### config.mk
export PLATFORM = sky130hd
export DESIGN_NAME = gcd_iter
export DESIGN_NICKNAME = d
export VERILOG_FILES = /design/src/rtl/gcd_iter_pkg.sv /design/src/rtl/gcd_step.sv /design/src/rtl/gcd_ctrl.sv /design/src/rtl/gcd_iter.sv
export SDC_FILE = /design/constraint.sdc
export NUM_CORES = 1
export LEC_CHECK = 0
export ABC_AREA = 1
export CORE_MARGIN = 5
export CORE_UTILIZATION = 60
export CTS_CLUSTER_DIAMETER = 80
export DETAILED_ROUTE_END_ITERATION = 8
export DONT_BUFFER_PORTS = 1
export GPL_TIMING_DRIVEN = 0
export PLACE_DENSITY = 0.76
export RECOVER_POWER = 50
export SLEW_MARGIN = 10
export SYNTH_ARGS = -nofsm -noshare
export SYNTH_HDL_FRONTEND = slang
export SYNTH_SLANG_ARGS = --single-unit
export TNS_END_PERCENT = 100
### constraint.sdc
create_clock -name clk -period 2.8 [get_ports clk]
set_input_delay 0 -clock clk [delete_from_list [all_inputs] [get_ports clk]]
set_output_delay 0 -clock clk [all_outputs]
set_load 0.05 [all_outputs]
### src/rtl/gcd_iter_pkg.sv
package gcd_iter_pkg;

    typedef enum logic [1:0] {
        ST_IDLE,
        ST_RUN,
        ST_DONE
    } gcd_state_e;

    typedef enum logic [1:0] {
        SEL_HOLD,
        SEL_LOAD,
        SEL_STEP,
        SEL_FINAL
    } gcd_sel_e;

endpackage

### src/rtl/gcd_step.sv
module gcd_step #(
    parameter int WIDTH = 16
) (
    input  logic [WIDTH-1:0] x_i,
    input  logic [WIDTH-1:0] y_i,
    output logic [WIDTH-1:0] diff_o,
    output logic [WIDTH-1:0] min_o,
    output logic [WIDTH-1:0] result_o,
    output logic             finish_o
);

    logic x_ge_y;
    logic x_zero;
    logic y_zero;

    always_comb begin
        x_ge_y   = (x_i >= y_i);
        x_zero   = (x_i == '0);
        y_zero   = (y_i == '0);
        diff_o   = x_ge_y ? (x_i - y_i) : (y_i - x_i);
        min_o    = x_ge_y ? y_i : x_i;
        finish_o = (x_i == y_i) || x_zero || y_zero;
        // equal values, one zero, or both zero: choose the non-zero side
        result_o = x_zero ? y_i : x_i;
    end

endmodule

### src/rtl/gcd_ctrl.sv
module gcd_ctrl
    import gcd_iter_pkg::*;
(
    input  logic     clk,
    input  logic     rst,
    input  logic     start_i,
    input  logic     finish_i,
    output gcd_sel_e sel_o,
    output logic     done_o
);

    gcd_state_e state_q;
    gcd_state_e state_d;

    always_ff @(posedge clk) begin
        if (rst) begin
            state_q <= ST_IDLE;
        end else begin
            state_q <= state_d;
        end
    end

    always_comb begin
        state_d = state_q;
        unique case (state_q)
            ST_IDLE: if (start_i) state_d = ST_RUN;
            ST_RUN: begin
                if (start_i)       state_d = ST_RUN;
                else if (finish_i) state_d = ST_DONE;
                else               state_d = ST_RUN;
            end
            ST_DONE: if (start_i) state_d = ST_RUN;
            default: state_d = ST_IDLE;
        endcase
    end

    always_comb begin
        sel_o  = SEL_HOLD;
        done_o = 1'b0;
        unique case (state_q)
            ST_IDLE: begin
                if (start_i) sel_o = SEL_LOAD;
            end
            ST_RUN: begin
                if (start_i)       sel_o = SEL_LOAD;
                else if (finish_i) sel_o = SEL_FINAL;
                else               sel_o = SEL_STEP;
            end
            ST_DONE: begin
                done_o = 1'b1;
                if (start_i) sel_o = SEL_LOAD;
            end
            default: sel_o = SEL_HOLD;
        endcase
    end

endmodule

### src/rtl/gcd_iter.sv
module gcd_iter
    import gcd_iter_pkg::*;
#(
    parameter int WIDTH = 16
) (
    input  logic             clk,
    input  logic             rst,
    input  logic             start_i,
    input  logic [WIDTH-1:0] opa_i,
    input  logic [WIDTH-1:0] opb_i,
    output logic [WIDTH-1:0] gcd_o,
    output logic             done_o
);

    logic [WIDTH-1:0] x_q;
    logic [WIDTH-1:0] y_q;
    logic [WIDTH-1:0] diff;
    logic [WIDTH-1:0] minv;
    logic [WIDTH-1:0] result;
    logic             finish;
    gcd_sel_e         sel;

    gcd_step #(.WIDTH(WIDTH)) u_step (
        .x_i      (x_q),
        .y_i      (y_q),
        .diff_o   (diff),
        .min_o    (minv),
        .result_o (result),
        .finish_o (finish)
    );

    gcd_ctrl u_ctrl (
        .clk      (clk),
        .rst      (rst),
        .start_i  (start_i),
        .finish_i (finish),
        .sel_o    (sel),
        .done_o   (done_o)
    );

    always_ff @(posedge clk) begin
        if (rst) begin
            x_q <= '0;
            y_q <= '0;
        end else begin
            unique case (sel)
                SEL_LOAD: begin
                    x_q <= opa_i;
                    y_q <= opb_i;
                end
                SEL_STEP: begin
                    x_q <= diff;
                    y_q <= minv;
                end
                SEL_FINAL: begin
                    x_q <= result;
                    y_q <= result;
                end
                default: begin
                    x_q <= x_q;
                    y_q <= y_q;
                end
            endcase
        end
    end

    assign gcd_o = x_q;

endmodule

==> impl_results.rst <==
.. list-table::
   :header-rows: 1

   * - Metric
     - Value
   * - Number of I/O port buffers
     - 0
   * - Maximum number of pins on one net before global-route repair
     - 11
   * - Sequential share of power
     - 0.240
   * - Category of the most critical setup path
     - reg2reg
   * - First-pass GRT wire length
     - 21.27 mm
   * - Number of nets in the layout
     - 848
   * - Reg-to-reg critical path endpoint
     - gcd_o[13]
   * - Worst Setup EP
     - gcd_o[13]
   * - Clk pwr share
     - 0.107
   * - Min-delay worst type
     - in2reg
   * - Vias in the first global route
     - 4464
   * - Post-CTS clock slew at the launch and capture registers of the worst setup and hold paths
     - 0.06 ns
   * - Summed instance area of the synthesized netlist
     - 4180 sq um
   * - Crit path capture type
     - flip-flop
   * - TNS Setup
     - 0 ns
   * - Filler cells
     - 681
   * - Shortest period the worst path allows
     - 2.699 ns
   * - Area fraction of the dominant cell type after synthesis
     - 0.2299
   * - Max_slew headroom
     - 0.3461
   * - Antenna diode count
     - 0
   * - RSZ-0062 raised after global routing
     - false
   * - Number of cells on the worst reg-to-reg path
     - 12
   * - Number of vias in the routed layout
     - 4890
   * - Count of maximum capacitance violations
     - 0
   * - Startpoint of the most critical register-to-register path
     - gcd_o[10]
   * - Highest net fanout along the worst path
     - 10
   * - Maximum buffer depth of the clock tree
     - 2
   * - Number of nets with antenna violations after routing
     - 0
   * - Utilization after layout
     - 0.6773
   * - Post-DP Area
     - 4300 sq um
   * - Hold violation total from the final report
     - 0
   * - Violation count after the first detailed-routing iteration
     - 342
   * - Static Leakage
     - 2.580 nW
   * - Area of all sequential standard cells
     - 735.7 sq um
   * - Count of flip-flops with a built-in enable after synthesis
     - 0
   * - Ratio of cells with drive above 1 in the final layout
     - 0.07692
   * - Nets in the synthesized netlist
     - 826
   * - Internal Power
     - 1.440 mW
   * - Net load switching power
     - 1.798 mW
   * - Cell count after placement
     - 854
   * - WP data required
     - 3.01 ns
   * - Deepest level of the CTS H-tree
     - 2
   * - Number of clock buffers inserted by TritonCTS
     - 5
   * - R2r setup slk
     - 0.10 ns
   * - Sequential fraction of the synthesis area
     - 0.1628
   * - Standard cell core area
     - 6794 sq um
   * - Period utilisation layout
     - 0.9640
   * - Outcome
     - finished clean
   * - Iteration count of the initial detailed-routing pass
     - 7
   * - Wire length after detailed routing
     - 13.56 mm
   * - FP Rows
     - 30
   * - Max stage delay cell, worst path
     - dfxtp_4
   * - Total global routing track utilization
     - 0.3056
   * - Via-to-Cell Ratio
     - 5.582
   * - Slew at the pin closest to its max-slew limit
     - 0.9772 ns
   * - Number of sinks on the clock net
     - 34
   * - Count of boundary I/O pins
     - 52
   * - Setup WS post-layout
     - 0.1009 ns
   * - Grt total ovfl
     - 0
   * - Number of synthesized register bits
     - 34
   * - Dominant synthesized flop cell
     - dfxtp_1
   * - Peak supply drop
     - 508.2 uV
   * - Number of antenna violations at the first check in global routing
     - 0
   * - Final GP Congestion
     - 1.009
   * - Cell type contributing the most total cell area after synthesis
     - nand2_1
   * - Multi-input logic area
     - 2908 sq um
   * - Power density cells
     - 703.5 nW/um^2
   * - Die Ht
     - 93.47 um
   * - Delay of the slowest critical-path stage
     - 0.46 ns
   * - Sw Share
     - 0.5553
   * - Syn_area_per_cell
     - 5.515 sq um
   * - Worst setup SP type
     - flip-flop
   * - Clk Tree Root Cell
     - clkbuf_8
   * - Final count of negative-setup-slack endpoints
     - 0
   * - Clock tree from TritonCTS
     - built
   * - Post-place setup slack
     - -0.3011 ns
   * - Width of the die
     - 93.47 um
   * - Cells along the critical path
     - inv_1, ha_1, nand2_2, nor2_4, nand2_1, inv_2, nand3_4, nand3_4, nor2_4, buf_2, nand3_1, a21oi_1
   * - Cells taking the most area after synthesis
     - nand2_1 (23%), dfxtp_1 (16%), nand3_1 (14%)
   * - Total of warnings raised by yosys
     - 0
   * - Worst Clk Skew
     - 0.006045 ns
   * - Area Overhead vs Synth
     - 10.09%
   * - Avg WL per Cell
     - 15.47 um
   * - Arr. time, crit path
     - 2.91 ns
   * - Post-synthesis cell type count
     - 30
   * - DR DRC count
     - 0
   * - Final design instance area without fill
     - 4602 sq um
   * - Crit. Startpoint
     - gcd_o[10]
   * - Source-to-sink clock delay at the later pin of the worst-skew pair
     - 0.29 ns
   * - Max Fclk
     - 0.3705 GHz
   * - Comb power frac
     - 0.653
   * - HPWL reported at the end of detailed placement
     - 10.80 mm
   * - Initial Utilization
     - 0.6153
   * - Async set or reset register ratio after synthesis
     - 0
   * - Final Non-Filler Cells
     - 876
   * - Final number of max-transition violations
     - 0
   * - Synth Instances
     - 758
   * - DIE AREA
     - 8737 sq um
## layout by cell type, fill, tap and decap left out, types with 2 or more instances in the layout
| cell | synthesis | layout |
|---|---|---|
| a21oi_1 | 49 | 49 |
| and2_1 | 2 | 2 |
| buf_2 | 9 | 7 |
| buf_4 | 3 | 5 |
| buf_6 | 2 | 2 |
| clkbuf_1 | 8 | 10 |
| clkbuf_8 | 0 | 5 |
| dfxtp_1 | 34 | 18 |
| dfxtp_2 | 0 | 2 |
| dfxtp_4 | 0 | 14 |
| dlygate4sd3_1 | 0 | 14 |
| ha_1 | 31 | 31 |
| inv_1 | 124 | 124 |
| inv_2 | 6 | 6 |
| nand2_1 | 256 | 256 |
| nand2_2 | 2 | 3 |
| nand3_1 | 118 | 117 |
| nand3_4 | 2 | 3 |
| nand4_1 | 12 | 12 |
| nor2_1 | 52 | 50 |
| nor2_2 | 3 | 4 |
| nor2_4 | 3 | 4 |
| o211ai_1 | 2 | 2 |
| o21ai_0 | 16 | 16 |
| xor2_1 | 13 | 13 |
## routing by layer
metal  wire, um  vias to the layer above  track usage
met5          0                        -            0
met4        223                        0      0.08425
met3       1304                       19      0.05471
met2       6207                      247       0.5009
met1       5819                     2205       0.4099
li1           -                     2419            -
## layout make-up
class / instances / share of cell area
Timing Repair Buffer: 15 / 0.03208
Tap cell: 96 / 0.02610
Multi-Input combinational cell: 571 / 0.6319
Inverter: 131 / 0.1069
Clock buffer: 7 / 0.01659
Buffer: 22 / 0.02665
Sequential cell: 34 / 0.1599
## synth_stat cells, types with 2 or more instances
cell type	number
nand2_1	256
inv_1	124
nand3_1	118
nor2_1	52
a21oi_1	49
dfxtp_1	34
ha_1	31
o21ai_0	16
xor2_1	13
nand4_1	12
buf_2	9
clkbuf_1	8
inv_2	6
buf_4	3
nor2_2	3
nor2_4	3
and2_1	2
buf_6	2
fa_1	2
nand2_2	2
nand2_4	2
nand3_4	2
o211ai_1	2
## critical path, delay by kind of cell (launching register included)
family,cells,cell delay (ns)
adders and majority gates,1,0.43
buffers and inverters,3,0.49
AOI/OAI and AO/OA,1,0.17
and+or+nand+nor,7,1.06
DFF,1,0.46
## timing repair
action / 4_1_cts / 5_1_grt
endpoints found under the hold margin: 16 / 0
gates resized for setup: 20 / 19
buffers inserted: 0 / 1
pin swaps: 1 / 1
setup endpoints to repair: 31 / 25
hold buffers: 14 / 0
## worst min path at each step
stage / start / to / slack, ns / cells after the start
global route: opa_i[11] / gcd_o[11] / 0.02 / 4
floorplan: rst / u_ctrl.state_q[1] / 0.07 / 1
CTS: opa_i[11] / gcd_o[11] / 0.003 / 4
finish: opb_i[3] / y_q[3] / 0.002 / 4
detailed placement: rst / u_ctrl.state_q[1] / 0.07 / 1
global placement: rst / u_ctrl.state_q[1] / 0.07 / 1
## logic make-up after synthesis
group	Yosys count	synth area share
AND/OR/NAND/NOR	455	0.4744
buffers and inverters	153	0.1464
AO/OA/AOI/OAI	69	0.08471
flip-flops	34	0.1628
adder cells (fa/ha/maj)	33	0.1024
XOR/XNOR	14	0.02933
## state kept, by name, summed over array words and instances (netlist names)
register	cells
u_ctrl.state_q	2
y_q	16
gcd_o	16
## per-stage QoR
stage / total power, mW / hold WS, ns
after detailed placement: 2.771 / 0.07477
after global routing: 3.504 / 0.02312
after floorplan: 2.298 / 0.06907
after global placement: 2.714 / 0.07201
final: 3.237 / 0.001869
after CTS: 3.155 / 0.002855
## power groups by stage
stage / clock [mW] / sequential [mW] / combinational [mW]
2_1_floorplan: 0 / 0.739 / 1.56
6_report: 0.346 / 0.778 / 2.11
4_1_cts: 0.345 / 0.770 / 2.04
5_1_grt: 0.367 / 0.787 / 2.35
3_3_place_gp: 0 / 0.769 / 1.95
3_5_place_dp: 0 / 0.773 / 2.00
Power figures use the tool's default switching activity.
